<file path="src/rtl/sdf_pkg.sv">
package sdf_pkg;
  localparam int MAX_STAGES = 5;

  // Number of sinc stages used, which is also the number of settling bits
  // dropped after a start.
  function automatic logic [2:0] stage_count(input logic [2:0] o);
    if (o == 3'd0) return 3'd2;
    if (o > 3'd5)  return 3'd5;
    return o;
  endfunction

  // Decimated outputs needed before the first valid filter value.
  function automatic logic [2:0] warm_count(input logic [2:0] o);
    return (o == 3'd0) ? 3'd4 : stage_count(o);
  endfunction
endpackage

</file>
<file path="src/rtl/sdf_integ_chain.sv">
module sdf_integ_chain #(
  parameter int DW  = 32,
  parameter int NST = 5
) (
  input  logic                 clk,
  input  logic                 rst_n,
  input  logic                 clr,
  input  logic                 step,
  input  logic signed [DW-1:0] x,
  input  logic [2:0]           sel,
  output logic signed [DW-1:0] y
);
  logic signed [DW-1:0] st_q [NST];
  logic signed [DW-1:0] st_d [NST];

  // Zero-delay cascade: every stage sees the updated value of the one before.
  genvar k;
  generate
    for (k = 0; k < NST; k++) begin : g_stage
      if (k == 0) begin : g_first
        assign st_d[k] = st_q[k] + x;
      end else begin : g_next
        assign st_d[k] = st_q[k] + st_d[k-1];
      end
    end
  endgenerate

  always_ff @(posedge clk or negedge rst_n) begin
    if (!rst_n) begin
      for (int i = 0; i < NST; i++) st_q[i] <= '0;
    end else if (clr) begin
      for (int i = 0; i < NST; i++) st_q[i] <= '0;
    end else if (step) begin
      for (int i = 0; i < NST; i++) st_q[i] <= st_d[i];
    end
  end

  always_comb begin
    y = st_d[0];
    for (int i = 0; i < NST; i++)
      if (sel == 3'(i + 1)) y = st_d[i];
  end
endmodule

</file>
<file path="src/rtl/sdf_comb_chain.sv">
module sdf_comb_chain #(
  parameter int DW  = 32,
  parameter int NST = 5
) (
  input  logic                 clk,
  input  logic                 rst_n,
  input  logic                 clr,
  input  logic                 step,
  input  logic signed [DW-1:0] din,
  input  logic [2:0]           sel,
  output logic signed [DW-1:0] y
);
  logic signed [DW-1:0] z_q [NST];
  logic signed [DW-1:0] d   [NST];
  logic signed [DW-1:0] src [NST];

  genvar k;
  generate
    for (k = 0; k < NST; k++) begin : g_stage
      if (k == 0) begin : g_first
        assign src[k] = din;
      end else begin : g_next
        assign src[k] = d[k-1];
      end
      assign d[k] = src[k] - z_q[k];
    end
  endgenerate

  always_ff @(posedge clk or negedge rst_n) begin
    if (!rst_n) begin
      for (int i = 0; i < NST; i++) z_q[i] <= '0;
    end else if (clr) begin
      for (int i = 0; i < NST; i++) z_q[i] <= '0;
    end else if (step) begin
      for (int i = 0; i < NST; i++) z_q[i] <= src[i];
    end
  end

  always_comb begin
    y = d[0];
    for (int i = 0; i < NST; i++)
      if (sel == 3'(i + 1)) y = d[i];
  end
endmodule

</file>
<file path="src/rtl/sdf_ctrl.sv">
module sdf_ctrl
  import sdf_pkg::*;
#(
  parameter int FOSR_W = 10,
  parameter int IOSR_W = 8
) (
  input  logic              clk,
  input  logic              rst_n,
  input  logic              enable,
  input  logic              start,
  input  logic              in_valid,
  input  logic              cont_in,
  input  logic [2:0]        ord_in,
  input  logic [FOSR_W-1:0] fosr_in,
  input  logic [IOSR_W-1:0] iosr_in,
  output logic              clr,
  output logic              samp_step,
  output logic              dec_step,
  output logic              acc_en,
  output logic              last,
  output logic [2:0]        stages,
  output logic              fast
);
  logic              run_q, cont_q;
  logic [2:0]        ord_q, skip_q, warm_q;
  logic [FOSR_W-1:0] fosr_q, phase_q;
  logic [IOSR_W-1:0] iosr_q, icnt_q;
  logic              start_go, take;

  assign start_go  = enable & start & ~run_q;
  assign take      = run_q & enable & in_valid;
  assign samp_step = take & (skip_q == 3'd0);
  assign dec_step  = samp_step & (phase_q == fosr_q);
  assign acc_en    = dec_step & (warm_q == 3'd0);
  assign last      = acc_en & (icnt_q == iosr_q);
  assign clr       = start_go | ~enable;
  assign stages    = stage_count(ord_q);
  assign fast      = (ord_q == 3'd0);

  always_ff @(posedge clk or negedge rst_n) begin
    if (!rst_n) begin
      run_q   <= 1'b0;
      cont_q  <= 1'b0;
      ord_q   <= '0;
      fosr_q  <= '0;
      iosr_q  <= '0;
      skip_q  <= '0;
      warm_q  <= '0;
      phase_q <= '0;
      icnt_q  <= '0;
    end else if (!enable) begin
      run_q   <= 1'b0;
      skip_q  <= '0;
      warm_q  <= '0;
      phase_q <= '0;
      icnt_q  <= '0;
    end else if (start_go) begin
      run_q   <= 1'b1;
      cont_q  <= cont_in;
      ord_q   <= ord_in;
      fosr_q  <= fosr_in;
      iosr_q  <= iosr_in;
      skip_q  <= stage_count(ord_in);
      warm_q  <= 3'(warm_count(ord_in) - 3'd1);
      phase_q <= '0;
      icnt_q  <= '0;
    end else begin
      if (take && skip_q != 3'd0) skip_q <= skip_q - 3'd1;
      if (samp_step) phase_q <= (phase_q == fosr_q) ? '0 : phase_q + 1'b1;
      if (dec_step && warm_q != 3'd0) warm_q <= warm_q - 3'd1;
      if (acc_en) icnt_q <= (icnt_q == iosr_q) ? '0 : icnt_q + 1'b1;
      if (last && !cont_q) run_q <= 1'b0;
    end
  end
endmodule

</file>
<file path="src/rtl/sdf_result.sv">
module sdf_result #(
  parameter int DW = 32
) (
  input  logic                 clk,
  input  logic                 rst_n,
  input  logic                 clr,
  input  logic                 acc_en,
  input  logic                 last,
  input  logic                 fast,
  input  logic signed [DW-1:0] y,
  input  logic                 rd,
  input  logic                 ovr_clr,
  output logic signed [DW-1:0] result,
  output logic                 eoc,
  output logic                 ovr
);
  logic signed [DW-1:0] acc_q, scaled, sum;

  assign scaled = fast ? (y <<< 1) : y;
  assign sum    = acc_q + scaled;

  always_ff @(posedge clk or negedge rst_n) begin
    if (!rst_n) begin
      acc_q  <= '0;
      result <= '0;
      eoc    <= 1'b0;
      ovr    <= 1'b0;
    end else begin
      if (clr)         acc_q <= '0;
      else if (acc_en) acc_q <= last ? '0 : sum;

      if (last) result <= sum;

      if (last)    eoc <= 1'b1;
      else if (rd) eoc <= 1'b0;

      if (last && eoc && !rd) ovr <= 1'b1;
      else if (ovr_clr)       ovr <= 1'b0;
    end
  end
endmodule

</file>
<file path="src/rtl/sinc_decimator.sv">
module sinc_decimator
  import sdf_pkg::*;
#(
  parameter int DW     = 32,
  parameter int FOSR_W = 10,
  parameter int IOSR_W = 8
) (
  input  logic              clk,
  input  logic              rst_n,
  input  logic              sd_valid,
  input  logic              sd_bit,
  input  logic              flt_en,
  input  logic              sw_start,
  input  logic              cont_mode,
  input  logic [2:0]        ord_sel,
  input  logic [FOSR_W-1:0] fosr_field,
  input  logic [IOSR_W-1:0] iosr_field,
  input  logic              res_read,
  input  logic              ovr_clear,
  output logic              res_ready,
  output logic              ovr_flag,
  output logic [DW-1:0]     res_data
);
  logic                 clr, samp_step, dec_step, acc_en, res_fire, fast;
  logic [2:0]           stages;
  logic signed [DW-1:0] x_val, integ_y, comb_y, res_s;

  assign x_val    = sd_bit ? DW'(1) : -DW'(1);
  assign res_data = res_s;

  sdf_ctrl #(.FOSR_W(FOSR_W), .IOSR_W(IOSR_W)) u_ctrl (
    .clk(clk), .rst_n(rst_n), .enable(flt_en), .start(sw_start),
    .in_valid(sd_valid), .cont_in(cont_mode), .ord_in(ord_sel),
    .fosr_in(fosr_field), .iosr_in(iosr_field), .clr(clr),
    .samp_step(samp_step), .dec_step(dec_step), .acc_en(acc_en),
    .last(res_fire), .stages(stages), .fast(fast)
  );

  sdf_integ_chain #(.DW(DW), .NST(MAX_STAGES)) u_integ (
    .clk(clk), .rst_n(rst_n), .clr(clr), .step(samp_step),
    .x(x_val), .sel(stages), .y(integ_y)
  );

  sdf_comb_chain #(.DW(DW), .NST(MAX_STAGES)) u_comb (
    .clk(clk), .rst_n(rst_n), .clr(clr), .step(dec_step),
    .din(integ_y), .sel(stages), .y(comb_y)
  );

  sdf_result #(.DW(DW)) u_res (
    .clk(clk), .rst_n(rst_n), .clr(clr), .acc_en(acc_en), .last(res_fire),
    .fast(fast), .y(comb_y), .rd(res_read), .ovr_clr(ovr_clear),
    .result(res_s), .eoc(res_ready), .ovr(ovr_flag)
  );
endmodule

</file>
<file path="config.mk">
export PLATFORM = sky130hd
export DESIGN_NAME = sinc_decimator
export DESIGN_NICKNAME = d
export VERILOG_FILES = /design/src/rtl/sdf_pkg.sv /design/src/rtl/sdf_integ_chain.sv /design/src/rtl/sdf_comb_chain.sv /design/src/rtl/sdf_ctrl.sv /design/src/rtl/sdf_result.sv /design/src/rtl/sinc_decimator.sv
export SDC_FILE = /design/constraint.sdc
export NUM_CORES = 1
export LEC_CHECK = 0
export ABC_AREA = 0
export BUFFER_PORTS_ARGS = -buffer_cell sky130_fd_sc_hd__buf_2
export CELL_PAD_IN_SITES_DETAIL_PLACEMENT = 0
export CELL_PAD_IN_SITES_GLOBAL_PLACEMENT = 1
export CORE_ASPECT_RATIO = 0.7
export CORE_MARGIN = 2
export CORE_UTILIZATION = 25
export DETAILED_ROUTE_END_ITERATION = 8
export PLACE_DENSITY_LB_ADDON = 0.1
export SETUP_SLACK_MARGIN = 0.2
export SYNTH_ARGS = -nofsm -noshare
export SYNTH_HDL_FRONTEND = slang
export SYNTH_SLANG_ARGS = --single-unit
</file>
<file path="constraint.sdc">
create_clock -name clk -period 18.05 [get_ports clk]
set_input_delay 0.9025 -clock clk [delete_from_list [all_inputs] [get_ports clk]]
set_output_delay 0.9025 -clock clk [all_outputs]
set_load 0.02 [all_outputs]
</file>
======== Yosys cells after proc, flatten, opt, wreduce, memory -nomap -nowiden ========
Cells that the tools add are included.
word-level totals
  logic and storage cells ................. 144
  output and inout port bits .............. 34
  register bits after elaboration ......... 433
  input port bits ......................... 30
operators by class
  $add $sub $neg .......................... 16
  multiplexer cells ....................... 62
  eq/ne operators ......................... 11
  bitwise logic cells ..................... 11
  reduce and logical (&&, ||, !) cells .... 19
  order comparisons ....................... 2
operators with widths
  cell                                                  number
  two-way mux 160 bit                                   4
  two-way mux 32 bit                                    13
  adder 32 bit                                          6
  subtractor 32 bit                                     5
  two-way mux 3 bit                                     20
  two-way mux 10 bit                                    4
  two-way mux 8 bit                                     4
  two-way mux 1 bit                                     17
  != test 3 x 1 -> 1 bit, second input constant         5
  zero test 3 bit                                       4
  adder 10 x 1 -> 10 bit, second input constant         1
  == test 10 bit                                        1
  nonzero test 2 bit                                    5
  subtractor 3 x 1 -> 3 bit, second input constant      3
  adder 8 x 1 -> 8 bit, second input constant           1
  bitwise AND 1 bit                                     8
  == test 8 bit                                         1
  == test 3 x 2 -> 1 bit, second input constant         2
  == test 3 bit, second input constant                  2
  greater-than comparator 3 bit, second input constant  2
  nonzero test 3 bit                                    2
  logical AND 1 bit                                     5
  zero test 1 bit                                       2
  inverter 1 bit                                        2
  other kinds (2)                                       2

======== Logic depth before layout (Yosys ltp) ========
  depth in word-level cells ............... 21
  mapped depth ............................ 89
  depth with buffers taken out ............ 88

======== Hierarchy ========
Synthesis repeated with hierarchy kept, for this count alone.
second synthesis, totals
  cells, all modules ...................... 4539
  area total of the unflattened synthesis .. 38698.4 um^2
by module, submodules not included
  module           area each (um^2)  cells an instance  times used  sequential area each (um^2)
  sdf_comb_chain   15942.8           1971               1           4003.8
  sdf_integ_chain  15576.2           1826               1           4003.8
  sdf_result       4616.9            487                1           1651.6
  sdf_ctrl         2555.0            253                1           1176.1
  sinc_decimator   7.5               2                  1           0.0

======== Least setup slack after synthesis ========
Ideal clock, no wire load.
  path type ............................... input -> register
  start ................................... in sd_bit
  end ..................................... reg u_res.acc_q[31]
  library setup time ...................... 0.117 ns
  buffers on the path ..................... 2
  data arrival time ....................... 15.769 ns
  data required time ...................... 17.933 ns
  cell stages on the path ................. 84
  setup slack ............................. 2.164 ns
  cells stage by stage .................... inv_1 -> ha_1 -> nor2b_1 -> o21ai_0 -> a21boi_0 -> o21ai_0 -> a21boi_0 -> o21ai_0 -> a21boi_0 -> o21a_1 -> nor2_1 -> xnor2_1 -> ha_1 -> clkbuf_1 -> a21oi_1 -> nor2b_1 -> or3_1 -> a21oi_1 -> [... 48 more ...] -> and2_1 -> ha_1 -> and3_1 -> a31oi_1 -> nand2b_1 -> xor2_1 -> o21ai_0 -> a21oi_1 -> ha_1 -> clkbuf_1 -> nand3_1 -> o2111ai_1 -> a21oi_1 -> xor2_1 -> nor3_1 -> a32oi_1 -> and4_1 -> nand2_1
on the way
  cells in the longest elaborated chain, start to end .. 18
  elaborated cells between the ends (all ways) .. 24
  those cells by class .................... 11 x add/sub; 13 x mux
RTL lines
  item                                                                          line                                          source
  start, declared                                                               sinc_decimator.sv:11                          input logic sd_bit,
  two-way mux 32 bit (*)                                                        sinc_decimator.sv:28                          assign x_val = sd_bit ? DW'(1) : -DW'(1);
  adder 32 bit (*)                                                              sdf_integ_chain.sv:21                         assign st_d[k] = st_q[k] + x;
  adder 32 bit                                                                  sdf_integ_chain.sv:23                         assign st_d[k] = st_q[k] + st_d[k-1];
  adder 32 bit / two-way mux 32 bit (equally long branches) (3 in series)       sdf_integ_chain.sv:23, sdf_integ_chain.sv:41
  two-way mux 32 bit (*)                                                        sdf_integ_chain.sv:41                         if (sel == 3'(i + 1)) y = st_d[i];
  subtractor 32 bit (*)                                                         sdf_comb_chain.sv:25                          assign d[k] = src[k] - z_q[k];
  subtractor 32 bit                                                             sdf_comb_chain.sv:25
  subtractor 32 bit / two-way mux 32 bit (equally long branches) (3 in series)  sdf_comb_chain.sv:25, sdf_comb_chain.sv:42
  two-way mux 32 bit (*)                                                        sdf_comb_chain.sv:42                          if (sel == 3'(i + 1)) y = d[i];
  two-way mux 32 bit (*)                                                        sdf_result.sv:19                              assign scaled = fast ? (y <<< 1) : y;
  adder 32 bit (*)                                                              sdf_result.sv:20                              assign sum = acc_q + scaled;
  two-way mux 32 bit (*) (2 in series)                                          sdf_result.sv:30                              else if (acc_en) acc_q <= last ? '0 : sum;
  two-way mux 32 bit (*)                                                        sdf_result.sv:29                              if (clr) acc_q <= '0;
  end signal, assigned                                                          sdf_result.sv:30
  end, declared                                                                 sdf_result.sv:17                              logic signed [DW-1:0] acc_q, scaled, sum;
Mark *: on every way between the ends. The rest lies on a longest branch, timed or not. The select of a mux whose other input is x is not followed.
A chain may end at the register's enable or synchronous reset.

======== Final worst setup path ========
Ends and elaborated chain as after synthesis.

==> out/qor.txt <==
LOGIC SYNTHESIS
------------------------------------------------------------------------------------------
Distinct cell type count after synthesis                                               101
Netlist area before placement                                                    36200 µm²
Synthesized netlist net count                                                         4671
Yosys warnings                                                                           0
Synth Area per Inst                                                               8.49 µm²
Top-count cell post-synth                                                     sky130_fd_sc_hd__dfrtp_1
Commonest cells post-synth                                                    sky130_fd_sc_hd__dfrtp_1 (433), sky130_fd_sc_hd__nand2_1 (392), sky130_fd_sc_hd__ha_1 (364), sky130_fd_sc_hd__inv_1 (333), sky130_fd_sc_hd__a21oi_1 (320)
Synth Register Bits                                                                    433
Top cells by area in the synthesized netlist                                  sky130_fd_sc_hd__dfrtp_1 (30%), sky130_fd_sc_hd__ha_1 (13%), sky130_fd_sc_hd__xnor2_1 (5.0%), sky130_fd_sc_hd__a21oi_1 (4.4%), sky130_fd_sc_hd__a22o_1 (4.2%)
Area share of the leading cell type in the synthesized netlist                       29.9%
Synthesized instance count                                                            4266
Number of synthesized flops with an enable pin                                           0
Largest area contributor in the netlist                                       sky130_fd_sc_hd__dfrtp_1
Post-synth ARST share                                                                 100%
Sequential cell area fraction in the yosys report                                    29.9%
Predominant post-synthesis flop cell                                          sky130_fd_sc_hd__dfrtp_1

CTS
------------------------------------------------------------------------------------------
Num CTS Buffers                                                                         56
CTS Sinks                                                                              433
Deepest clock path buffer count                                                          3
Clock edge transition at the registers on the reported setup and hold paths          60 ps
CTS tree                                                                               yes
Count of hold-fix buffers inserted at cts                                                0
Maximum level of the CTS H-tree                                                          2
Library cell used as clock root buffer                                        sky130_fd_sc_hd__clkbuf_16
Clk Latency, worst-skew pair                                                        680 ps

ROUTE
------------------------------------------------------------------------------------------
Iter 0 DRT Violations                                                                 2255
Vias after detailed routing                                                          31563
DR pass1 iterations                                                                      6
Average wire per standard cell                                                     20.9 µm
Number of nets with antenna violations after detailed routing                            0
Detailed-route DRC error count                                                           0
Final routed wirelength across all metal layers                                     132 mm
Vias per std cell                                                                     5.01

STA
------------------------------------------------------------------------------------------
Period Utilization, post-route                                                       93.0%
Minimum clock period                                                              16790 ps
RSZ-0062 raised after global routing                                                 false
Headroom to the max-slew limit                                                       18.8%
Worst-Margin Slew                                                                  1200 ps
Number of endpoints with negative hold slack in the final report                         0
Final setup fails                                                                        0
Peak Freq                                                                         59.6 MHz
Post-Route Skew                                                                    22.1 ps
Max-slew violations                                                                      0

FLOORPLANNING
------------------------------------------------------------------------------------------
Die width                                                                           459 µm
Die area                                                                        148000 µm²
Die height                                                                          322 µm
Number of top-level design ports                                                        64
Number of core rows                                                                    116
Initial standard-cell utilization of the core                                        25.3%
Core Box Area                                                                   143000 µm²

WORST SETUP PATH
------------------------------------------------------------------------------------------
Setup crit end                                                                u_res.acc_q[31]$_DFFE_PN0P_
Cell mode on critical path                                                    sky130_fd_sc_hd__a21oi_1
CP peak stage delay                                                                 450 ps
Critical Path Start Type                                                        input port
Launch instance of the worst register-to-register path                        u_integ.st_q[128]$_DFFE_PN0P_
Worst setup path category                                                     input port to register
Maximum fanout along the worst path                                                      8
CP Capture Type                                                                   register
Flop2flop setup slack                                                              1400 ps
Cell type of the slowest stage on the worst timing path                       sky130_fd_sc_hd__or3b_2
Worst reg2reg path endpoint                                                   u_res.acc_q[31]$_DFFE_PN0P_
Required time of the critical path                                                18600 ps
Beginning of the critical path                                                      sd_bit
Worst endpoint data arrival time                                                  17340 ps
Depth of the worst register-to-register path                                            80

GRT
------------------------------------------------------------------------------------------
Global-route wire length before repair                                              198 mm
Total gr overflow                                                                        0
Number of antenna violations at the first check in global routing                        8
Pin count of the biggest net entering global routing                                   148
GRT Resource Usage Total                                                             17.5%
Vias in the first global route                                                       30149

STATUS
------------------------------------------------------------------------------------------
Outcome                                                                       complete, no violations

PLACE
------------------------------------------------------------------------------------------
Routability-driven placement congestion ratio                                        0.831
Dpl hpwl                                                                           95.1 mm
IO buf count                                                                            63
Instance area at placement                                                       39400 µm²

CELLS AND AREA
------------------------------------------------------------------------------------------
Layout Area Growth over Synthesis                                                    15.0%
Layout cell share with drive strength beyond 1                                       10.7%
Layout Nets                                                                           4768
Post-Layout Inst Area                                                            41700 µm²
Fill cells                                                                           15321

WORST HOLD PATH
------------------------------------------------------------------------------------------
Path type of the worst min-delay path                                         input port to asynchronous set/reset pin

JOB
------------------------------------------------------------------------------------------
Max Cap Viol                                                                             0

metal layers:
| layer | vias to the layer above | global-route usage [%] | share of wire (%) |
|---|---|---|---|
| met1 | 15242 | 29.3 | 57 |
| met4 | 0 | 2.76 | 1.3 |
| met3 | 97 | 1.97 | 3.6 |
| met2 | 509 | 23.3 | 38 |
| li1 | 15715 | - | - |
| met5 | - | 0 | 0 |
metrics by stage:
stage,setup TNS (ps),util [%],hold slack (ps),setup WS [ps],cells
CTS,0,28.8,282,392,6287
global placement,0,27.5,465,182,6188
floorplan,0,-,454,2160,4266
detailed placement,-378,27.5,468,-231,6188
finish,0,29.0,287,1260,6296
global route,0,29.0,332,161,6293
critical path: cells and delay by family:
family / cells / cell delay, ps
AOI/OAI and AO/OA: 35 / 6360
xor gates and xnor gates: 9 / 1850
adders and majority gates: 11 / 3950
buffers and inverters: 3 / 540
and+or+nand+nor: 23 / 3710
cells in the final DEF (no fill, tap or decap), drive strengths merged, types with 115 or more instances in the layout:
cell type	n
a21o	122
a21oi	321
a22o	175
buf	204
dfrtp	433
ha	364
inv	338
nand2	392
nand3	116
nor2	261
o21ai	301
o31ai	115
xnor2	210
what timing repair did:
action | 4_1_cts | 5_1_grt
setup endpoints to repair | 0 | 12
gates resized for setup | 0 | 68
setup buffers | 0 | 5
state kept, by name, summed over array words and instances (netlist names):
name,flops
u_ctrl.skip_q,3
u_ctrl.cont_q,1
u_ctrl.ord_q,3
u_ctrl.warm_q,3
u_ctrl.phase_q,10
u_integ.st_q,160
u_comb.z_q,160
u_ctrl.icnt_q,8
u_res.ovr,1
u_res.result,32
u_ctrl.iosr_q,8
u_ctrl.run_q,1
u_res.acc_q,32
u_res.eoc,1
u_ctrl.fosr_q,10
cell families (layout without fill, tap and decap cells):
logic type | count (synthesis) | in the layout | share of synthesized area, %
and+or+nand+nor | 1104 | 1104 | 14.1
muxes | 83 | 83 | 2.77
adders and majority gates | 375 | 375 | 13.2
xor gates and xnor gates | 325 | 325 | 8.10
DFF | 433 | 433 | 29.9
other | 0 | 4 | 0
buffers and inverters | 501 | 639 | 5.20
AOI/OAI and AO/OA | 1445 | 1445 | 26.8
worst min-delay path by stage:
stage | cells past startpoint | end
6_report | 1 | u_comb.z_q[26]$_DFFE_PN0P_
5_1_grt | 1 | u_comb.z_q[26]$_DFFE_PN0P_
4_1_cts | 1 | u_comb.z_q[26]$_DFFE_PN0P_
3_5_place_dp | 2 | u_res.result[1]$_DFFE_PN0P_
3_3_place_gp | 2 | u_res.result[18]$_DFFE_PN0P_
2_1_floorplan | 2 | u_integ.st_q[135]$_DFFE_PN0P_
layout make-up:
class                      count  area [µm²]  area share, %
multi-input combinational   3332       23800           57.2
sequential                   433       10800           26.0
tap                         1888        2360           5.67
clock buffer                  76        1610           3.86
timing repair buffer         205        1420           3.41
inverter                     335        1260           3.02
clock inverter                23         315          0.757
antenna                        4        10.0         0.0240
Power is left out: the tool's default activity adds up to more than one toggle a clock period on the data nets, which glitch-free logic cannot reach.
